## src/rtl/i2cs_pkg.sv

```systemverilog
package i2cs_pkg;
  typedef enum logic [1:0] {
    IF_STOPPED = 2'd0,
    IF_ACTIVE  = 2'd1,
    IF_WAITING = 2'd2,
    IF_PAUSED  = 2'd3
  } iface_e;

  typedef enum logic [2:0] {
    CMD_START   = 3'd0,
    CMD_ADDR    = 3'd1,
    CMD_WR      = 3'd2,
    CMD_RD_ACK  = 3'd3,
    CMD_RD_NACK = 3'd4,
    CMD_STOP    = 3'd5
  } cmd_e;

  typedef enum logic [1:0] {
    ST_OK   = 2'd0,
    ST_NACK = 2'd1,
    ST_BUSY = 2'd2,
    ST_HALT = 2'd3
  } stat_e;

  typedef enum logic [1:0] {
    END_STOP  = 2'd0,
    END_WAIT  = 2'd1,
    END_PAUSE = 2'd2
  } ending_e;

  typedef enum logic [2:0] {
    S_IDLE  = 3'd0,
    S_START = 3'd1,
    S_ADDR  = 3'd2,
    S_DATA  = 3'd3,
    S_STOP  = 3'd4
  } seq_e;
endpackage

```

## src/rtl/i2cs_end_sel.sv

```systemverilog
module i2cs_end_sel
  import i2cs_pkg::*;
(
  input  logic    halt_i,
  input  logic    rstart_i,
  input  logic    chain_i,
  output ending_e ending_o
);
  // Fixed priority: halt, then repeated start, then chain.
  always_comb begin
    if (halt_i)        ending_o = END_STOP;
    else if (rstart_i) ending_o = END_WAIT;
    else if (chain_i)  ending_o = END_PAUSE;
    else               ending_o = END_STOP;
  end
endmodule

```

## src/rtl/i2cs_fsm.sv

```systemverilog
module i2cs_fsm
  import i2cs_pkg::*;
#(
  parameter int CNT_W  = 2,
  parameter int ADDR_W = 7
) (
  input  logic              clk,
  input  logic              rst_n,
  input  logic              go_i,
  input  logic              rd_i,
  input  logic [CNT_W-1:0]  cnt_i,
  input  logic [ADDR_W-1:0] addr_i,
  input  logic              chain_i,
  input  logic              rstart_i,
  input  logic              halt_i,
  input  logic              cmd_ready_i,
  input  logic              ack_i,
  input  ending_e           ending_i,
  output logic              sel_halt_o,
  output logic              sel_rstart_o,
  output logic              sel_chain_o,
  output logic              cmd_valid_o,
  output cmd_e              cmd_o,
  output logic [ADDR_W:0]   addr_byte_o,
  output iface_e            iface_o,
  output stat_e             status_o,
  output logic              done_o
);
  seq_e              st_q, st_d;
  iface_e            if_q, if_d;
  stat_e             stat_q, stat_d, pend_q, pend_d;
  logic              done_q, done_d;
  logic [CNT_W-1:0]  idx_q, idx_d, last_q, last_d;
  logic              rd_q, rd_d, ch_q, ch_d, rs_q, rs_d, hl_q, hl_d;
  logic [ADDR_W-1:0] addr_q, addr_d;
  logic              fire;

  assign fire         = (st_q != S_IDLE) && cmd_ready_i;
  assign sel_halt_o   = hl_q;
  assign sel_rstart_o = rs_q;
  assign sel_chain_o  = ch_q;

  always_comb begin
    st_d = st_q;  if_d = if_q;  stat_d = stat_q;  pend_d = pend_q;
    done_d = 1'b0; idx_d = idx_q; last_d = last_q;
    rd_d = rd_q;  ch_d = ch_q;  rs_d = rs_q;  hl_d = hl_q;  addr_d = addr_q;
    unique case (st_q)
      S_IDLE: begin
        if (go_i) begin
          rd_d = rd_i;  ch_d = chain_i;  rs_d = rstart_i;  hl_d = halt_i;
          addr_d = addr_i;  last_d = cnt_i;  idx_d = '0;
          stat_d = ST_OK;  pend_d = ST_OK;  if_d = IF_ACTIVE;
          st_d = (if_q == IF_PAUSED) ? S_DATA : S_START;
        end
      end
      S_START, S_ADDR, S_DATA: begin
        if (halt_i) begin
          st_d = S_STOP;  pend_d = ST_HALT;
        end else if (fire) begin
          if (st_q == S_START) st_d = S_ADDR;
          else if (st_q == S_ADDR) begin
            if (ack_i) st_d = S_DATA;
            else begin st_d = S_STOP; pend_d = ST_NACK; end
          end else if (!rd_q && !ack_i) begin
            st_d = S_STOP;  pend_d = ST_NACK;
          end else if (idx_q == last_q) begin
            unique case (ending_i)
              END_WAIT:  begin st_d = S_IDLE; if_d = IF_WAITING; done_d = 1'b1; stat_d = pend_q; end
              END_PAUSE: begin st_d = S_IDLE; if_d = IF_PAUSED;  done_d = 1'b1; stat_d = pend_q; end
              default:   st_d = S_STOP;
            endcase
          end else begin
            idx_d = idx_q + 1'b1;
          end
        end
      end
      S_STOP: begin
        if (fire) begin
          st_d = S_IDLE;  if_d = IF_STOPPED;  done_d = 1'b1;  stat_d = pend_q;
        end
      end
      default: st_d = S_IDLE;
    endcase
    if (go_i && if_q == IF_ACTIVE && !done_d) stat_d = ST_BUSY;
  end

  always_ff @(posedge clk or negedge rst_n) begin
    if (!rst_n) begin
      st_q <= S_IDLE;  if_q <= IF_STOPPED;  stat_q <= ST_OK;  pend_q <= ST_OK;
      done_q <= 1'b0;  idx_q <= '0;  last_q <= '0;
      rd_q <= 1'b0;  ch_q <= 1'b0;  rs_q <= 1'b0;  hl_q <= 1'b0;  addr_q <= '0;
    end else begin
      st_q <= st_d;  if_q <= if_d;  stat_q <= stat_d;  pend_q <= pend_d;
      done_q <= done_d;  idx_q <= idx_d;  last_q <= last_d;
      rd_q <= rd_d;  ch_q <= ch_d;  rs_q <= rs_d;  hl_q <= hl_d;  addr_q <= addr_d;
    end
  end

  always_comb begin
    unique case (st_q)
      S_START: cmd_o = CMD_START;
      S_ADDR:  cmd_o = CMD_ADDR;
      S_DATA:  cmd_o = !rd_q ? CMD_WR : ((idx_q == last_q) ? CMD_RD_NACK : CMD_RD_ACK);
      default: cmd_o = CMD_STOP;
    endcase
  end

  assign cmd_valid_o = (st_q != S_IDLE);
  assign addr_byte_o = {addr_q, rd_q};
  assign iface_o     = if_q;
  assign status_o    = stat_q;
  assign done_o      = done_q;

  assert_start_legal_R2: assert property (@(posedge clk) disable iff (!rst_n)
    ($rose(cmd_valid_o) && cmd_o == CMD_START) |->
      ($past(if_q) == IF_STOPPED || $past(if_q) == IF_WAITING));

  assert_stop_ends_R8: assert property (@(posedge clk) disable iff (!rst_n)
    (cmd_valid_o && cmd_o == CMD_STOP && cmd_ready_i) |=> (if_q == IF_STOPPED && done_o));

  assert_wait_nostop_R6: assert property (@(posedge clk) disable iff (!rst_n)
    (if_q == IF_WAITING && $past(if_q) == IF_ACTIVE) |-> ($past(cmd_o) != CMD_STOP));

  assert_halt_stops_R11: assert property (@(posedge clk) disable iff (!rst_n)
    (halt_i && cmd_valid_o && cmd_o != CMD_STOP) |=> (cmd_valid_o && cmd_o == CMD_STOP));

  assert_valid_hold_R12: assert property (@(posedge clk) disable iff (!rst_n)
    (cmd_valid_o && !cmd_ready_i) |=> cmd_valid_o);

  assert_done_idle_R12: assert property (@(posedge clk) disable iff (!rst_n)
    done_o |-> (!cmd_valid_o && if_q != IF_ACTIVE));
endmodule

```

## src/rtl/i2c_xfer_seq.sv

```systemverilog
module i2c_xfer_seq #(
  parameter int CNT_W  = 2,
  parameter int ADDR_W = 7
) (
  input  logic              clk,
  input  logic              rst_n,
  input  logic              go_i,
  input  logic              rd_i,
  input  logic [CNT_W-1:0]  cnt_i,
  input  logic [ADDR_W-1:0] addr_i,
  input  logic              chain_i,
  input  logic              rstart_i,
  input  logic              halt_i,
  output logic              cmd_valid_o,
  output logic [2:0]        cmd_o,
  output logic [ADDR_W:0]   addr_byte_o,
  input  logic              cmd_ready_i,
  input  logic              ack_i,
  output logic [1:0]        iface_o,
  output logic [1:0]        status_o,
  output logic              done_o
);
  import i2cs_pkg::*;

  ending_e ending;
  logic    sel_halt, sel_rstart, sel_chain;
  cmd_e    cmd;
  iface_e  ifc;
  stat_e   stat;

  i2cs_end_sel u_end (
    .halt_i   (sel_halt),
    .rstart_i (sel_rstart),
    .chain_i  (sel_chain),
    .ending_o (ending)
  );

  i2cs_fsm #(.CNT_W(CNT_W), .ADDR_W(ADDR_W)) u_fsm (
    .clk          (clk),
    .rst_n        (rst_n),
    .go_i         (go_i),
    .rd_i         (rd_i),
    .cnt_i        (cnt_i),
    .addr_i       (addr_i),
    .chain_i      (chain_i),
    .rstart_i     (rstart_i),
    .halt_i       (halt_i),
    .cmd_ready_i  (cmd_ready_i),
    .ack_i        (ack_i),
    .ending_i     (ending),
    .sel_halt_o   (sel_halt),
    .sel_rstart_o (sel_rstart),
    .sel_chain_o  (sel_chain),
    .cmd_valid_o  (cmd_valid_o),
    .cmd_o        (cmd),
    .addr_byte_o  (addr_byte_o),
    .iface_o      (ifc),
    .status_o     (stat),
    .done_o       (done_o)
  );

  assign cmd_o    = cmd;
  assign iface_o  = ifc;
  assign status_o = stat;
endmodule

```

## config.mk

```make
export PLATFORM = sky130hd
export DESIGN_NAME = i2c_xfer_seq
export DESIGN_NICKNAME = d
export VERILOG_FILES = /design/src/rtl/i2cs_pkg.sv /design/src/rtl/i2cs_end_sel.sv /design/src/rtl/i2cs_fsm.sv /design/src/rtl/i2c_xfer_seq.sv
export SDC_FILE = /design/constraint.sdc
export NUM_CORES = 1
export LEC_CHECK = 0
export CELL_PAD_IN_SITES_DETAIL_PLACEMENT = 1
export CELL_PAD_IN_SITES_GLOBAL_PLACEMENT = 1
export CORE_UTILIZATION = 25
export DETAILED_ROUTE_END_ITERATION = 10
export DONT_BUFFER_PORTS = 1
export GPL_ROUTABILITY_DRIVEN = 0
export MAX_ROUTING_LAYER = met4
export PLACE_DENSITY_LB_ADDON = 0.1
export SLEW_MARGIN = 20
export SYNTH_ARGS = -nofsm -noshare
export SYNTH_HDL_FRONTEND = slang
export SYNTH_SLANG_ARGS = --single-unit
```

## constraint.sdc

```tcl
create_clock -name clk -period 3.7 [get_ports clk]
set_input_delay 0.185 -clock clk [delete_from_list [all_inputs] [get_ports clk]]
set_output_delay 0.185 -clock clk [all_outputs]
set_load 0.02 [all_outputs]
```

* After elaboration in Yosys (flattened, before gate mapping)
Index checks and enable logic that the tools add are counted.
** Storage, ports and cells
- Register bits after elaboration :: 25
- Memory bits (read-only) :: 0
- Input bits :: 18
- Bits in writable memories :: 0
- Output and inout port bits :: 17
- Memories kept :: 0
- Logic and storage cells :: 128
- Bits in latches :: 0
** Cells by class
- Div/mod/pow operators :: 0
- Muxes and demuxes :: 62
- Eq/ne operators :: 33
- Reduce and logical (&&, ||, !) cells :: 20
- $add $sub $neg :: 1
- Multipliers :: 0
- Bitwise operators :: 0
- Shift-type cells :: 0
- Order comparisons :: 0
** Operators by type and width (count)
- $mux W2 :: 34
- $mux W3 :: 12
- $reduce_and A10 Y1 :: 2
- $pmux W3 S3 :: 2
- $ne A2 B2 Y1 const B :: 6
- $ne A3 B1 Y1 const B :: 4
- $ne A3 B2 Y1 const B :: 4
- $ne A3 B3 Y1 const B :: 4
- $pmux W2 S2 :: 3
- $pmux W2 S3 :: 2
- $mux W1 :: 8
- $reduce_and A8 Y1 :: 1
- $eq A3 B2 Y1 const B :: 2
- $ne A2 B1 Y1 const B :: 3
- $ne A6 B2 Y1 const B :: 1
- $reduce_and A6 Y1 :: 1
- $reduce_bool A3 Y1 :: 2
- $eq A2 B1 Y1 const B :: 2
- $eq A2 B2 Y1 const B :: 2
- $logic_and A1 B1 Y1 :: 4
- $ne A4 B2 Y1 const B :: 1
- $ne A4 B4 Y1 const B :: 1
- $reduce_and A4 Y1 :: 1
- $reduce_bool A4 Y1 :: 1
- other kinds (11) :: 13

* Logic depth before layout (Yosys ltp)
- Depth in word-level cells :: 17
- Depth in mapped cells :: 6
- Mapped depth without buffers :: 6

* Cells and area by module
Synthesis repeated with hierarchy kept, for this count alone.
** Unflattened totals
- Cells, all modules :: 132
- Area, all modules :: 1428.9 sq um
** Modules (own cells, without submodules)
- i2cs_fsm :: cells an instance 130, area each 1410.1 sq um, instances 1, seq. area each 625.6 sq um
- i2cs_end_sel :: cells an instance 2, area each 18.8 sq um, instances 1, seq. area each 0.0 sq um

* Least setup slack after synthesis
No wires, ideal clock.
- Path type :: register to register
- Start :: register u_fsm.hl_q (netlist: u_fsm.sel_halt_o)
- End :: register u_fsm.stat_q[0] (netlist: u_fsm.status_o[0])
- Arrival time :: 1.616 ns
- Data required time :: 3.621 ns
- Path buffers :: 0
- Setup time :: 0.079 ns
- Period minus slack after synthesis :: 1.696 ns
- Cell stages (with the launch flop) :: 7
- Path slack :: 2.004 ns
- Cells stage by stage :: dfrtp_1 -> nand2b_1 -> ha_1 -> o21ba_2 -> nor4b_2 -> o21a_1 -> a2bb2oi_1
** Between the ends
- Longest elaborated chain between the ends :: 15
- Elaborated cells between the ends (all ways) :: 26
- Those cells by class :: eq/ne: 11; mux: 10; reduce/logical: 5
** Ends and longest elaborated chain
- from (decl) :: RTL line i2cs_fsm.sv:34 : logic rd_q, rd_d, ch_q, ch_d, rs_q, rs_d, hl_q, hl_d;
- from (signal assigned) :: RTL line i2cs_fsm.sv:95 : rd_q <= rd_d; ch_q <= ch_d; rs_q <= rs_d; hl_q <= hl_d; addr_q <= addr_d;
- $mux W2 * :: RTL line i2cs_end_sel.sv:11 : if (halt_i) ending_o = END_STOP;
- $eq A2 B1 Y1 / $eq A2 B2 Y1 (equally long branches) :: RTL line i2cs_fsm.sv:67 : unique case (ending_i)
- $reduce_or A2 Y1 (no line) *
- $mux W1 * :: RTL line i2cs_fsm.sv:67
- $mux W1 * :: RTL line i2cs_fsm.sv:66 : end else if (idx_q == last_q) begin
- $mux W1 * :: RTL line i2cs_fsm.sv:64 : end else if (!rd_q && !ack_i) begin
- $mux W1 * :: RTL line i2cs_fsm.sv:61 : else if (st_q == S_ADDR) begin
- $mux W1 * :: RTL line i2cs_fsm.sv:60 : if (st_q == S_START) st_d = S_ADDR;
- $mux W1 * :: RTL line i2cs_fsm.sv:59 : end else if (fire) begin
- $mux W1 * :: RTL line i2cs_fsm.sv:57 : if (halt_i) begin
- $pmux W1 S2 * :: RTL line i2cs_fsm.sv:47 : unique case (st_q)
- via u_fsm.done_d :: RTL line i2cs_fsm.sv:32 : logic done_q, done_d;
- $logic_not A1 Y1 * :: RTL line i2cs_fsm.sv:84 : if (go_i && if_q == IF_ACTIVE && !done_d) stat_d = ST_BUSY;
- $logic_and A1 B1 Y1 * :: RTL line i2cs_fsm.sv:84
- $ne A3 B1 Y1 (no line) (tied with other cells)
- $reduce_and A10 Y1 (no line)
- to (signal assigned) :: RTL line i2cs_fsm.sv:93 : st_q <= st_d; if_q <= if_d; stat_q <= stat_d; pend_q <= pend_d;
- to (decl) :: RTL line i2cs_fsm.sv:31 : stat_e stat_q, stat_d, pend_q, pend_d;
The timed path passes the listed nets; every way through them passes the cells marked *.
A chain may end at the register's enable or synchronous reset.

* Worst setup path after layout
- Start :: register u_fsm.st_q[1]
- End :: register u_fsm.if_q[0] (netlist: u_fsm.iface_o[0])
** Between the ends
- Longest elaborated chain between the ends :: 4
- Elaborated cells between the ends (all ways) :: 20
- Those cells by class :: eq/ne: 13; mux: 1; reduce/logical: 6
** Ends and longest elaborated chain
- from (decl) :: RTL line i2cs_fsm.sv:29 : seq_e st_q, st_d;
- from (signal assigned) :: RTL line i2cs_fsm.sv:93
- $eq A3 B2 Y1 (tied with other cells) :: RTL line i2cs_fsm.sv:47
- $reduce_or A3 Y1 / $logic_and A1 B1 Y1 (equally long branches) :: RTL line i2cs_fsm.sv:47, i2cs_fsm.sv:38
- $ne A3 B1 Y1 (no line) (tied with other cells)
- $reduce_and A10 Y1 (no line)
- to (signal assigned) :: RTL line i2cs_fsm.sv:93
- to (decl) :: RTL line i2cs_fsm.sv:30 : iface_e if_q, if_d;
Several ways; a longest one is shown, not always the timed one.

==> summary.txt <==
Critical path
  • Reg2reg start: u_fsm.st_q[1]
  • CP peak stage delay: 0.92 ns
  • Startpoint Class: register
  • Crit path from: u_fsm.st_q[1]
  • CP arrival: 2.37 ns
  • Reg2reg path depth: 4
  • Critical Path Sink Type: register
  • Path type of the worst setup path: register to register
  • Worst Path Required: 3.84 ns
  • Worst path cell trace: nor4b_4, a2111o_1, o211ai_1, o2bb2ai_1
  • Register-to-register setup slack: 1.47 ns
  • CP max-delay cell: nor4b_4
  • CP max FO: 17

Logic synthesis
  • YS warnings: 0
  • Top-count cell post-synth: dfrtp_1
  • Top cells by area, synth: dfrtp_1 43%, mux2_2 6.1%, nand2_1 5.1%
  • Post-Syn Area: 1470 sq um
  • Main synth FF type: dfrtp_1
  • Synth area leader: dfrtp_1
  • Number of synthesized flops with an enable pin: 0
  • Distinct cells, synth: 48
  • Seq/Total Area, Yosys: 0.426
  • Top cell type's share of synthesized area: 0.426
  • Post-Syn Instances: 139
  • Avg Cell Area, Syn: 10.6 sq um
  • Async SR Flop Fraction: 1.00
  • Syn nets: 158
  • Post-synth top cells: 25 x dfrtp_1, 20 x nand2_1, 8 x mux2_2
  • Seq cells post-synth: 25

Cells and area
  • Multi-input gate area: 766 sq um
  • Nets: 156
  • Fillers: 627
  • Diodes inserted: 0
  • Share of cells above drive strength 1: 0.184
  • Synth-to-Final Area Change: 7.50%
  • Reg area: 626 sq um

Clock network
  • CTS tree: done
  • Cts hold-fix bufs: 2
  • Post-CTS sizing: 0
  • Htree depth: 1
  • Clock latency on the worst-skew pair: 0.28 ns
  • Clock sink count: 25
  • Root buffer cell: clkbuf_8
  • Reg clk slew, reported paths: 0.09 ns
  • CTS Buffer Depth: 2
  • Postcts setup bufs: 0
  • Total CTS buffers: 3

Route
  • Drt pass-1 iters: 4
  • Routed wire per std cell: 18.2 um
  • Vias per cell: 5.16
  • Vias: 1074
  • First DRT Iteration DRCs: 68
  • Routed WL: 3780 um
  • DR DRC count: 0
  • Antenna viol nets, final: 0

Die
  • Chip height: 78.7 um
  • I/O Pins: 35
  • Area of the core: 5570 sq um
  • Starting Density: 0.264
  • Row count: 27
  • Die area: 6190 sq um
  • Die W: 78.7 um

Flow run
  • Max-cap violations: 0

Timing
  • TNS Setup: 0 ns
  • Final slew viol count: 0
  • Worst relative slew slack: 0.391
  • # setup viols final: 0
  • Final clock skew: 0.0102 ns
  • Tmin final: 2.23 ns
  • Crit share post-route: 0.601
  • FMAX: 449 MHz
  • Measured slew at the worst slew-check pin: 0.910 ns
  • Final count of hold timing violations: 0
  • RSZ-0062 raised after global routing: no

Place
  • IO buf count: 0
  • DPL Wire Length: 2790 um

Worst hold path
  • Hold path depth: 2
  • Worst hold path class: input port to register
  • Hold path start: cnt_i[0]

Pwr
  • Static leakage power: 0.615 nW
  • Pwr dens: 876 nW/um^2
  • Total power after layout: 0.00138 W
  • VDD IR max: 0.248 mV

GRT
  • Initial antenna violation count: 0
  • GR Overflow Total: 0
  • Total track usage: 0.140
  • Vias in the first global route: 1193
  • Largest net degree at the start of global routing: 26
  • Global-route wire length before repair: 6420 um

Run status
  • Status: completed
[stage by stage]
stage               cell area, sq um  setup slack (ns)   util  hold slack [ns]  std cells
detailed placement              1500              1.45  0.270           -0.110        202
CTS                             1580              1.45  0.283          0.00402        208
global route                    1580              1.26  0.283           0.0104        208
finish                          1580              1.47  0.283          0.00716        208
floorplan                       1470              2.00      -           -0.111        139
global placement                1500              1.51  0.270           -0.110        202
[logic make-up after synthesis]
family / share of synthesized area
compound gates: 0.220
buf+inv: 0.0528
mux: 0.0920
fa+ha+maj: 0.00852
flops: 0.426
simple gates: 0.172
xor+xnor: 0.0290
[layer usage]
| layer | vias up | global-route usage | routed length, um |
|---|---|---|---|
| met1 | 548 | 0.178 | 1770 |
| met4 | 0 | 0.0500 | 57 |
| li1 | 498 | - | - |
| met3 | 5 | 0.0233 | 136 |
| met2 | 23 | 0.223 | 1820 |
| met5 | - | - | 0 |
[state kept, by name, indices dropped and copies added (netlist names)]
signal	count
u_fsm.sel_chain_o	1
u_fsm.rd_q	1
u_fsm.sel_rstart_o	1
u_fsm.done_o	1
u_fsm.pend_q	2
u_fsm.iface_o	2
u_fsm.st_q	3
u_fsm.idx_q	2
u_fsm.status_o	2
u_fsm.last_q	2
u_fsm.addr_q	7
u_fsm.sel_halt_o	1
[placed cells by master, fill, tap and decap left out, types with 3 or more instances in the layout]
cell type / Yosys / routed
nand2_1: 20 / 20
dfrtp_1: 25 / 25
nand2b_1: 5 / 5
a21oi_1: 4 / 4
o21ai_0: 7 / 7
clkbuf_8: 0 / 3
mux2i_1: 3 / 3
inv_1: 5 / 5
nor2_1: 3 / 3
o211ai_1: 6 / 6
mux2_2: 8 / 8
[final timing paths]
path | end
max in group asynchronous | u_fsm.st_q[0]
max reg2reg | u_fsm.iface_o[0]
min | u_fsm.last_q[0]
min reg2reg | u_fsm.sel_rstart_o
max | u_fsm.iface_o[0]
min in group asynchronous | u_fsm.addr_q[1]
[final cells by class]
cell class	count	share of cell area
Multi-Input combinational cell	99	0.485
Sequential cell	25	0.396
Tap cell	72	0.0571
Clock buffer	4	0.0285
Timing Repair Buffer	2	0.0190
Inverter	6	0.0143
[critical path: cells and delay by family (launching register included)]
family / cells / cell delay [ns]
and+or+nand+nor: 1 / 0.92
DFF: 1 / 0.63
AOI/OAI and AO/OA: 3 / 0.55
[power by group]
part | total (W) | switching, W | internal [W] | leakage [nW]
Clock | 0.000168 | 0.0000903 | 0.0000773 | 0.0228
Combinational | 0.000589 | 0.000323 | 0.000267 | 0.285
Sequential | 0.000626 | 0.000239 | 0.000387 | 0.307
Total | 0.00138 | 0.000652 | 0.000731 | 0.615
Power figures use the tool's default switching activity.
